### config.mk
export PLATFORM = sky130hd
export DESIGN_NAME = cfg_router
export DESIGN_NICKNAME = d
export VERILOG_FILES = /design/src/rtl/cfg_router_pkg.sv /design/src/rtl/cfg_regs.sv /design/src/rtl/cfg_seq.sv /design/src/rtl/cfg_trig.sv /design/src/rtl/cfg_status.sv /design/src/rtl/cfg_router.sv
export SDC_FILE = /design/constraint.sdc
export NUM_CORES = 1
export LEC_CHECK = 0
export ABC_AREA = 1
export ABC_CLOCK_PERIOD_IN_PS = 1380
export BUFFER_PORTS_ARGS = -buffer_cell sky130_fd_sc_hd__buf_2
export CAP_MARGIN = 20
export CORE_ASPECT_RATIO = 1.75
export CORE_MARGIN = 4
export CORE_UTILIZATION = 50
export CTS_CLUSTER_SIZE = 30
export DETAILED_ROUTE_END_ITERATION = 6
export GPL_ROUTABILITY_DRIVEN = 0
export PLACE_DENSITY = 0.81
export SKIP_CTS_REPAIR_TIMING = 1
export SYNTH_ARGS = -nofsm -noshare
export SYNTH_HDL_FRONTEND = slang
export SYNTH_SLANG_ARGS = --single-unit
### constraint.sdc
create_clock -name clk -period 1.38 [get_ports clk]
set_clock_uncertainty 0.1 [all_clocks]
set_input_delay 0.207 -clock clk [delete_from_list [all_inputs] [get_ports clk]]
set_output_delay 0.207 -clock clk [all_outputs]
set_load 0.02 [all_outputs]
### src/rtl/cfg_router_pkg.sv
package cfg_router_pkg;

    localparam int ADDR_W = 8;
    localparam int REG_W  = 32;

    localparam logic [ADDR_W-1:0] OFS_CTRL  = 8'h00;
    localparam logic [ADDR_W-1:0] OFS_SMAN  = 8'h04;
    localparam logic [ADDR_W-1:0] OFS_STIM  = 8'h08;
    localparam logic [ADDR_W-1:0] OFS_MSEL  = 8'h0C;
    localparam logic [ADDR_W-1:0] OFS_CSEL  = 8'h10;
    localparam logic [ADDR_W-1:0] OFS_XDONE = 8'h14;
    localparam logic [ADDR_W-1:0] OFS_PDONE = 8'h18;
    localparam logic [ADDR_W-1:0] OFS_BUSY  = 8'h1C;
    localparam logic [ADDR_W-1:0] OFS_VAL   = 8'h20;
    localparam logic [ADDR_W-1:0] OFS_AVAIL = 8'h24;

    // control register bit positions
    localparam int CB_MODE = 0;
    localparam int CB_SRC  = 1;
    localparam int CB_TRG  = 2;
    localparam int CB_RST  = 3;
    localparam int CB_VLD  = 4;
    localparam int CB_SEL  = 5;

    localparam logic [7:0] SMAN_RESET = 8'h40;

    typedef enum logic [2:0] {
        ST_IDLE,
        ST_CFG_WAIT,
        ST_CFG_PUSH,
        ST_TRG_WAIT,
        ST_TRG_FIRE
    } seq_state_t;

    typedef enum logic [1:0] {
        KIND_OFFSET  = 2'd0,
        KIND_FACTOR  = 2'd1,
        KIND_SAMPLES = 2'd2,
        KIND_STIME   = 2'd3
    } cfg_kind_t;

endpackage

### src/rtl/cfg_regs.sv
module cfg_regs
    import cfg_router_pkg::*;
#(
    parameter int N_MST = 4,
    parameter int N_CH  = 8
) (
    input  logic              clk,
    input  logic              rst_n,
    input  logic              bus_we,
    input  logic [ADDR_W-1:0] bus_addr,
    input  logic [REG_W-1:0]  bus_wdata,
    output logic [REG_W-1:0]  bus_rdata,
    input  logic              clr_vld,
    input  logic              clr_trg,
    input  logic [N_MST-1:0]  busy_in,
    input  logic [N_MST-1:0]  xdone,
    input  logic [N_MST-1:0]  pdone,
    output logic              core_rst,
    output logic              int_rst_n,
    output logic              mode_cont,
    output logic              src_sw,
    output logic              trg_req,
    output logic              vld,
    output logic [2:0]        sel,
    output logic [N_MST-1:0]  mst_sel,
    output logic [N_CH-1:0]   ch_sel,
    output logic [REG_W-1:0]  value,
    output logic [N_MST-1:0]  avail,
    output logic [7:0]        spi_man,
    output logic [REG_W-1:0]  spi_tim
);

    localparam int SEL_W = 3;

    logic wr_ctrl;
    logic rst_req;

    assign wr_ctrl   = bus_we && (bus_addr == OFS_CTRL);
    assign rst_req   = wr_ctrl && bus_wdata[CB_RST];
    assign int_rst_n = rst_n && !core_rst;

    // reset pulse flop, cleared only by the external reset
    always_ff @(posedge clk) begin
        if (!rst_n) core_rst <= 1'b0;
        else        core_rst <= rst_req;
    end

    // control register
    always_ff @(posedge clk) begin
        if (!int_rst_n) begin
            mode_cont <= 1'b0;
            src_sw    <= 1'b0;
            trg_req   <= 1'b0;
            vld       <= 1'b0;
            sel       <= '0;
        end else if (wr_ctrl) begin
            if (!bus_wdata[CB_RST]) begin
                mode_cont <= bus_wdata[CB_MODE];
                src_sw    <= bus_wdata[CB_SRC];
                trg_req   <= bus_wdata[CB_TRG];
                vld       <= bus_wdata[CB_VLD];
                sel       <= bus_wdata[CB_SEL +: SEL_W];
            end
        end else begin
            if (clr_vld) vld     <= 1'b0;
            if (clr_trg) trg_req <= 1'b0;
        end
    end

    // plain storage registers
    always_ff @(posedge clk) begin
        if (!int_rst_n) begin
            mst_sel <= '0;
            ch_sel  <= '0;
            value   <= '0;
            avail   <= '1;
            spi_man <= SMAN_RESET;
            spi_tim <= '0;
        end else if (bus_we) begin
            unique case (bus_addr)
                OFS_SMAN:  spi_man <= bus_wdata[7:0];
                OFS_STIM:  spi_tim <= bus_wdata;
                OFS_MSEL:  mst_sel <= bus_wdata[N_MST-1:0];
                OFS_CSEL:  ch_sel  <= bus_wdata[N_CH-1:0];
                OFS_VAL:   value   <= bus_wdata;
                OFS_AVAIL: avail   <= bus_wdata[N_MST-1:0];
                default:   ;
            endcase
        end
    end

    // read mux
    always_comb begin
        bus_rdata = '0;
        unique case (bus_addr)
            OFS_CTRL: begin
                bus_rdata[CB_MODE]            = mode_cont;
                bus_rdata[CB_SRC]             = src_sw;
                bus_rdata[CB_TRG]             = trg_req;
                bus_rdata[CB_VLD]             = vld;
                bus_rdata[CB_SEL +: SEL_W]    = sel;
            end
            OFS_SMAN:  bus_rdata[7:0]        = spi_man;
            OFS_STIM:  bus_rdata             = spi_tim;
            OFS_MSEL:  bus_rdata[N_MST-1:0]  = mst_sel;
            OFS_CSEL:  bus_rdata[N_CH-1:0]   = ch_sel;
            OFS_XDONE: bus_rdata[N_MST-1:0]  = xdone;
            OFS_PDONE: bus_rdata[N_MST-1:0]  = pdone;
            OFS_BUSY:  bus_rdata[N_MST-1:0]  = busy_in;
            OFS_VAL:   bus_rdata             = value;
            OFS_AVAIL: bus_rdata[N_MST-1:0]  = avail;
            default:   bus_rdata             = '0;
        endcase
    end

endmodule

### src/rtl/cfg_seq.sv
module cfg_seq
    import cfg_router_pkg::*;
#(
    parameter int N_MST = 4
) (
    input  logic             clk,
    input  logic             int_rst_n,
    input  logic             vld,
    input  logic             trg_req,
    input  logic [2:0]       sel,
    input  logic [N_MST-1:0] mst_sel,
    input  logic [N_MST-1:0] avail,
    input  logic [N_MST-1:0] busy,
    output logic             cfg_we,
    output logic [1:0]       cfg_kind,
    output logic             clr_vld,
    output logic             clr_trg,
    output logic [N_MST-1:0] fire_mask
);

    seq_state_t state_q, state_d;

    logic cfg_clear;
    logic trg_clear;
    logic reserved;

    assign cfg_clear = (mst_sel & busy) == '0;
    assign trg_clear = (mst_sel & avail & busy) == '0;
    assign reserved  = sel[2];

    // state register
    always_ff @(posedge clk) begin
        if (!int_rst_n) state_q <= ST_IDLE;
        else            state_q <= state_d;
    end

    // next state
    always_comb begin
        state_d = state_q;
        unique case (state_q)
            ST_IDLE: begin
                if (vld)          state_d = ST_CFG_WAIT;
                else if (trg_req) state_d = ST_TRG_WAIT;
            end
            ST_CFG_WAIT: if (cfg_clear) state_d = ST_CFG_PUSH;
            ST_CFG_PUSH: state_d = ST_IDLE;
            ST_TRG_WAIT: if (trg_clear) state_d = ST_TRG_FIRE;
            ST_TRG_FIRE: state_d = ST_IDLE;
            default:     state_d = ST_IDLE;
        endcase
    end

    // outputs
    always_comb begin
        cfg_we    = 1'b0;
        clr_vld   = 1'b0;
        clr_trg   = 1'b0;
        fire_mask = '0;
        cfg_kind  = sel[1:0];
        unique case (state_q)
            ST_IDLE:     ;
            ST_CFG_WAIT: ;
            ST_CFG_PUSH: begin
                cfg_we  = !reserved;
                clr_vld = 1'b1;
            end
            ST_TRG_WAIT: ;
            ST_TRG_FIRE: begin
                fire_mask = mst_sel & avail;
                clr_trg   = 1'b1;
            end
            default: ;
        endcase
    end

endmodule

### src/rtl/cfg_trig.sv
module cfg_trig #(
    parameter int N_MST = 4
) (
    input  logic             mode_cont,
    input  logic             src_sw,
    input  logic [N_MST-1:0] hw_trig,
    input  logic [N_MST-1:0] avail,
    input  logic [N_MST-1:0] busy,
    input  logic [N_MST-1:0] fire_mask,
    output logic [N_MST-1:0] trig_out
);

    logic [N_MST-1:0] ready;

    assign ready = avail & ~busy;

    always_comb begin
        if (mode_cont)   trig_out = ready;
        else if (src_sw) trig_out = fire_mask;
        else             trig_out = hw_trig & ready;
    end

endmodule

### src/rtl/cfg_status.sv
module cfg_status #(
    parameter int N_MST = 4
) (
    input  logic             clk,
    input  logic             int_rst_n,
    input  logic [N_MST-1:0] start,
    input  logic [N_MST-1:0] xfer_fin,
    input  logic [N_MST-1:0] proc_fin,
    output logic [N_MST-1:0] xdone,
    output logic [N_MST-1:0] pdone
);

    for (genvar m = 0; m < N_MST; m++) begin : g_flag
        always_ff @(posedge clk) begin
            if (!int_rst_n) begin
                xdone[m] <= 1'b0;
                pdone[m] <= 1'b0;
            end else begin
                if (start[m])         xdone[m] <= 1'b0;
                else if (xfer_fin[m]) xdone[m] <= 1'b1;
                if (start[m])         pdone[m] <= 1'b0;
                else if (proc_fin[m]) pdone[m] <= 1'b1;
            end
        end
    end

endmodule

### src/rtl/cfg_router.sv
module cfg_router
    import cfg_router_pkg::*;
#(
    parameter int N_MST = 4,
    parameter int N_CH  = 8
) (
    input  logic              clk,
    input  logic              rst_n,
    input  logic              bus_we,
    input  logic [7:0]        bus_addr,
    input  logic [31:0]       bus_wdata,
    output logic [31:0]       bus_rdata,
    input  logic [N_MST-1:0]  hw_trig,
    input  logic [N_MST-1:0]  mst_busy,
    input  logic [N_MST-1:0]  xfer_fin,
    input  logic [N_MST-1:0]  proc_fin,
    output logic [N_MST-1:0]  trig_out,
    output logic              core_rst,
    output logic              cont_mode,
    output logic [7:0]        spi_manual,
    output logic [31:0]       spi_timing,
    output logic              cfg_we,
    output logic [1:0]        cfg_kind,
    output logic [N_MST-1:0]  cfg_mst,
    output logic [N_CH-1:0]   cfg_ch,
    output logic [31:0]       cfg_value
);

    logic             int_rst_n;
    logic             src_sw;
    logic             trg_req;
    logic             ctrl_vld;
    logic [2:0]       sel;
    logic [N_MST-1:0] avail_q;
    logic [N_MST-1:0] xdone;
    logic [N_MST-1:0] pdone;
    logic             clr_vld;
    logic             clr_trg;
    logic [N_MST-1:0] fire_mask;

    cfg_regs #(.N_MST(N_MST), .N_CH(N_CH)) u_regs (
        .clk       (clk),
        .rst_n     (rst_n),
        .bus_we    (bus_we),
        .bus_addr  (bus_addr),
        .bus_wdata (bus_wdata),
        .bus_rdata (bus_rdata),
        .clr_vld   (clr_vld),
        .clr_trg   (clr_trg),
        .busy_in   (mst_busy),
        .xdone     (xdone),
        .pdone     (pdone),
        .core_rst  (core_rst),
        .int_rst_n (int_rst_n),
        .mode_cont (cont_mode),
        .src_sw    (src_sw),
        .trg_req   (trg_req),
        .vld       (ctrl_vld),
        .sel       (sel),
        .mst_sel   (cfg_mst),
        .ch_sel    (cfg_ch),
        .value     (cfg_value),
        .avail     (avail_q),
        .spi_man   (spi_manual),
        .spi_tim   (spi_timing)
    );

    cfg_seq #(.N_MST(N_MST)) u_seq (
        .clk       (clk),
        .int_rst_n (int_rst_n),
        .vld       (ctrl_vld),
        .trg_req   (trg_req),
        .sel       (sel),
        .mst_sel   (cfg_mst),
        .avail     (avail_q),
        .busy      (mst_busy),
        .cfg_we    (cfg_we),
        .cfg_kind  (cfg_kind),
        .clr_vld   (clr_vld),
        .clr_trg   (clr_trg),
        .fire_mask (fire_mask)
    );

    cfg_trig #(.N_MST(N_MST)) u_trig (
        .mode_cont (cont_mode),
        .src_sw    (src_sw),
        .hw_trig   (hw_trig),
        .avail     (avail_q),
        .busy      (mst_busy),
        .fire_mask (fire_mask),
        .trig_out  (trig_out)
    );

    cfg_status #(.N_MST(N_MST)) u_stat (
        .clk       (clk),
        .int_rst_n (int_rst_n),
        .start     (trig_out),
        .xfer_fin  (xfer_fin),
        .proc_fin  (proc_fin),
        .xdone     (xdone),
        .pdone     (pdone)
    );

endmodule

* Word level (Yosys, flattened, before mapping)
Index checks and enable logic that the tools add are counted.
** Cells by class
- Reductions and logical operators :: 25
- Mux-type cells :: 21
- Bitwise logic cells :: 8
- Eq/ne operators :: 17
** Operators with widths (count)
- 24-bit one-hot mux with 2 select lines :: 1
- 8-bit by 5-bit equality test with 1-bit output, second input constant :: 4
- 3-bit one-hot mux with 10 select lines :: 1
- 4-bit AND :: 5
- 4-bit one-hot mux with 5 select lines :: 1
- 2-bit AND reduction :: 9
- 8-bit by 4-bit equality test with 1-bit output, second input constant :: 2
- 8-bit by 6-bit equality test with 1-bit output, second input constant :: 2
- 3-bit 2-to-1 mux :: 4
- 4-bit 2-to-1 mux :: 3
- 1-bit 2-to-1 mux :: 9
- 1-bit one-hot mux with 9 select lines :: 1
- 3-bit one-hot mux with 3 select lines :: 1
- 8-bit by 3-bit equality test with 1-bit output, second input constant :: 1
- 4-bit logical NOT :: 2
- 8-bit logical NOT :: 1
- 2-bit OR reduction :: 4
- 3-bit by 2-bit equality test with 1-bit output, second input constant :: 2
- 2-bit by 1-bit != test with 1-bit output, second input constant :: 2
- 4-bit NOT :: 1
- 2-bit nonzero test :: 2
- 3-bit by 1-bit equality test with 1-bit output, second input constant :: 1
- 3-bit equality test, second input constant :: 1
- 1-bit logical AND :: 3
- 6 further kinds :: 8
** Storage, ports and cells
- Output and inout port bits :: 125
- Flip-flop bits (word level) :: 107
- Input port bits :: 59

* Longest topological paths before layout
- Depth after elaboration :: 6
- Depth in mapped cells :: 8

* By module
From an unflattened synthesis, not the netlist that was laid out.
** Second synthesis, totals
- Cell total of the unflattened synthesis :: 725
- Area total of the unflattened synthesis :: 4934.7 µm²
** Modules (own cells, without submodules)
- cfg_regs :: cells each 606, times used 1, area an instance 4259.1 µm², seq. area each 1921.8 µm²
- cfg_seq :: cells each 56, times used 1, area an instance 296.5 µm², seq. area each 60.1 µm²
- cfg_status :: cells each 32, times used 1, area an instance 250.2 µm², seq. area each 160.2 µm²
- cfg_trig :: cells each 31, times used 1, area an instance 128.9 µm², seq. area each 0.0 µm²

* Least setup slack after synthesis
No wires, ideal clock.
- Path kind :: input-to-output
- Start :: input bus_addr[2]
- End :: output bus_rdata[10]
- Arrival time :: 1.304 ns
- Stages :: 6
- Setup slack :: -0.231 ns
- Data required time :: 1.073 ns
- Buffers on the path :: 1
- Cells stage by stage :: nor2_2 -> nand2_4 -> inv_4 -> nand2_2 -> clkbuf_1 -> o21ai_0
** Between the ends
- Longest elaborated chain between the ends :: 2
- Elaborated cells between the ends (all ways) :: 3
** Ends and longest elaborated chain
- start, declared :: line cfg_router.sv:10 : input logic [7:0] bus_addr,
- 8-bit by 6-bit equality test with 1-bit output / 8-bit by 4-bit equality test with 1-bit output (equally long branches) :: line cfg_regs.sv:95 : unique case (bus_addr)
- 24-bit one-hot mux with 2 select lines (*) :: line cfg_regs.sv:95
- end, declared :: line cfg_router.sv:12 : output logic [31:0] bus_rdata,
Mark *: on every way between the ends. The rest lies on a longest branch, timed or not.

* Final worst setup path
- Start :: input bus_addr[3]
- End :: output bus_rdata[2]
** Between the ends
- Longest elaborated chain between the ends :: 2
- Elaborated cells between the ends (all ways) :: 11
** Ends and longest elaborated chain (line)
- 8-bit by 6-bit equality test with 1-bit output (tied with other cells) :: cfg_regs.sv:95
- 3-bit one-hot mux with 10 select lines (*) :: cfg_regs.sv:95
Marked as above.

==> impl_metrics.yaml <==
outcome:
  status: "finished with violations"
  violations: "negative hold slack, negative setup slack"
die:
  placementRows: 47
  die_h_um: 140
  die_area_um2: 11600
  core_um2: 9590
  dieWidth_um: 83.3
  ios: 184
  initial_core_util_pct: 51.7
worst_setup_path:
  cpMostUsedCell: "nand2_1"
  slowest_delay_ns: 0.18
  critical_path_required_ns: 1.07
  worstSetupPathType: "input pin to primary output"
  crit_path_start_kind: "input pin"
  crit_fanout: 21
  slowest_stage: "nor2_4"
  critPathTopFamily: "simple AND/OR/NAND/NOR gates"
  arrival_ns: 1.42
  cp_cell_sequence: "buf_2 -> buf_4 -> nand3_2 -> nor2_4 -> buf_12 -> nand2_1 -> nand2_1 -> nor2_1 -> nand3_1 -> buf_6"
  critPathBufInv: 4
  end_kind: "primary output"
timing:
  rsz0062_at_grt: "true"
  post-route-period-util_pct: 125
  fmax_mhz: 580
  worst_pin_slew_ns: 0.340
  hold-worst-slack_ns: -0.0160
  slew_violations: 0
  setup_viol: 38
  finalHoldViolCount: 1
  timing.setup.tns_ns: -8.08
  period_needed_ns: 1.72
  relSlewSlack_pct: 77.3
  setup_slack_ns: -0.344
routing:
  antenna_left: 0
  wl_per_cell_um: 17.1
  drt_wl_total_um: 18600
  drt_iter0_drc: 431
  drc: 0
  viasPerCell: 5.46
  dr_total_vias: 5922
  dr.pass1.iters: 5
place:
  io_buffer_count: 183
  placed_cell_area_um2: 6550
  place_inst: 1045
  dp_slack_ns: -0.316
  hpwl_um: 12600
cells_and_area:
  regArea_um2: 2150
  final_cell_mix: "nor2_1, buf_2, dfxtp_1"
  final_common_cell: "nor2_1"
  fin_cells: 1084
  area_growth_pct: 52.6
  layout-drive-gt1-share_pct: 37.7
  n_antenna_cell: 0
  fillers: 670
  final_nets: 1016
  finalInstanceArea_um2: 7560
  final_util_pct: 78.9
  multiInputGateArea_um2: 2810
clock_tree:
  cts_tree: "built"
  cts_max_level: 3
  clk_latency_ns: 0.34
  numCtsBuffers: 9
  clock_path_buffers: 2
  clock-sinks: 107
  cts.reportedPaths.clkPinSlew_ns: 0.07
  cts-root-buf: "clkbuf_16"
global_routing:
  grt_pass1_wl_um: 26400
  grt_pass1_vias: 5427
  antenna_found_initial: 0
  grt_usage_pct: 27.9
  grt_max_degree: 46
  grt_overflow: 0
synth:
  syn-cell-area_um2: 4960
  synth.largest_area_cell: "dfxtp_1"
  synth-seq-cells: 107
  ys_seq_area_share_pct: 43.2
  ys_warn_count: 0
  synthDistinctLibCells: 27
  synth_nets: 786
  synth_cells: 727
  avgSynthCellArea_um2: 6.82
  synth_area_leaders: "dfxtp_1, nor2_1, nand2_1"
  yosysTopAreaCellShare_pct: 43.2
pwr:
  power_density_nw_per_um2: 920
  peakVddDrop_mv: 0.838
  power_mw: 6.96
  leakage_nw: 3.50
min_path:
  worstHoldPathType: "input pin to flop"
job:
  maxCapViolCount: 0
## cell usage after synthesis
master / instances
buf_4: 4
a21oi_1: 33
nand3_4: 1
nand2_2: 5
nand3_1: 53
nand3_2: 1
nand2_4: 2
dfxtp_1: 107
inv_2: 6
o21ai_1: 66
nand4_1: 8
nor2_4: 9
nand2_1: 106
inv_4: 1
buf_2: 14
o211ai_1: 2
o21bai_1: 1
nor3_1: 4
buf_6: 3
clkbuf_1: 12
nor2_1: 160
nor2_2: 4
o21ai_0: 57
clkinv_2: 1
inv_1: 65
nor4_1: 1
o2111ai_1: 1
## worst min-delay path, stage by stage
cell    delay [ns]
buf_2         0.07
nor2_1        0.03
nor2_1        0.08
## registers in the layout, indices dropped and copies added, names as in the netlist, 3 cells and up
register and cells:
u_regs.avail 4, u_regs.ch_sel 8, u_regs.mst_sel 4, u_regs.sel 3
u_regs.spi_man 8, u_regs.spi_tim 32, u_regs.value 32, u_seq.state_q 3
u_stat.pdone 4, u_stat.xdone 4
## report_power, final
group          switching [mW]  internal, mW  total (mW)
Combinational           0.617         0.457        1.07
Clock                    1.22          1.44        2.67
Sequential             0.0649          3.16        3.22
## layout make-up
cell class | count | share of cell area (%)
clock buffer | 9 | 2.98
clock inverter | 7 | 1.12
inverter | 73 | 3.99
multi-input combinational | 516 | 37.2
sequential | 107 | 28.4
tap | 122 | 2.02
timing repair buffer | 250 | 24.3
## routing by layer
metal	wire (µm)	part of all wire (%)	global-route usage, %
met1	6350	34	28.7
met2	9790	53	51.9
met3	1340	7.2	5.97
met4	1090	5.8	14.8
met5	0	0	0
## final timing paths
path | from | endpoint | slack [ns] | cells after the start
setup / recovery | bus_addr[3] | bus_rdata[2] | -0.34 | 10
hold / removal | xfer_fin[0] | u_stat.xdone[0] | -0.02 | 3
setup reg to reg | u_regs.mst_sel[3] | u_seq.state_q[1] | 0.05 | 9
hold reg to reg | u_regs.trg_req | u_regs.trg_req | 0.36 | 2
## logic make-up (layout without fill, tap and decap cells)
| logic type | after synthesis | count (layout) | share of synthesized area (%) |
|---|---|---|---|
| flops | 107 | 107 | 43.2 |
| simple gates | 354 | 356 | 31.2 |
| compound gates | 160 | 160 | 16.4 |
| buf+inv | 106 | 339 | 9.21 |
Power figures use the tool's default switching activity.
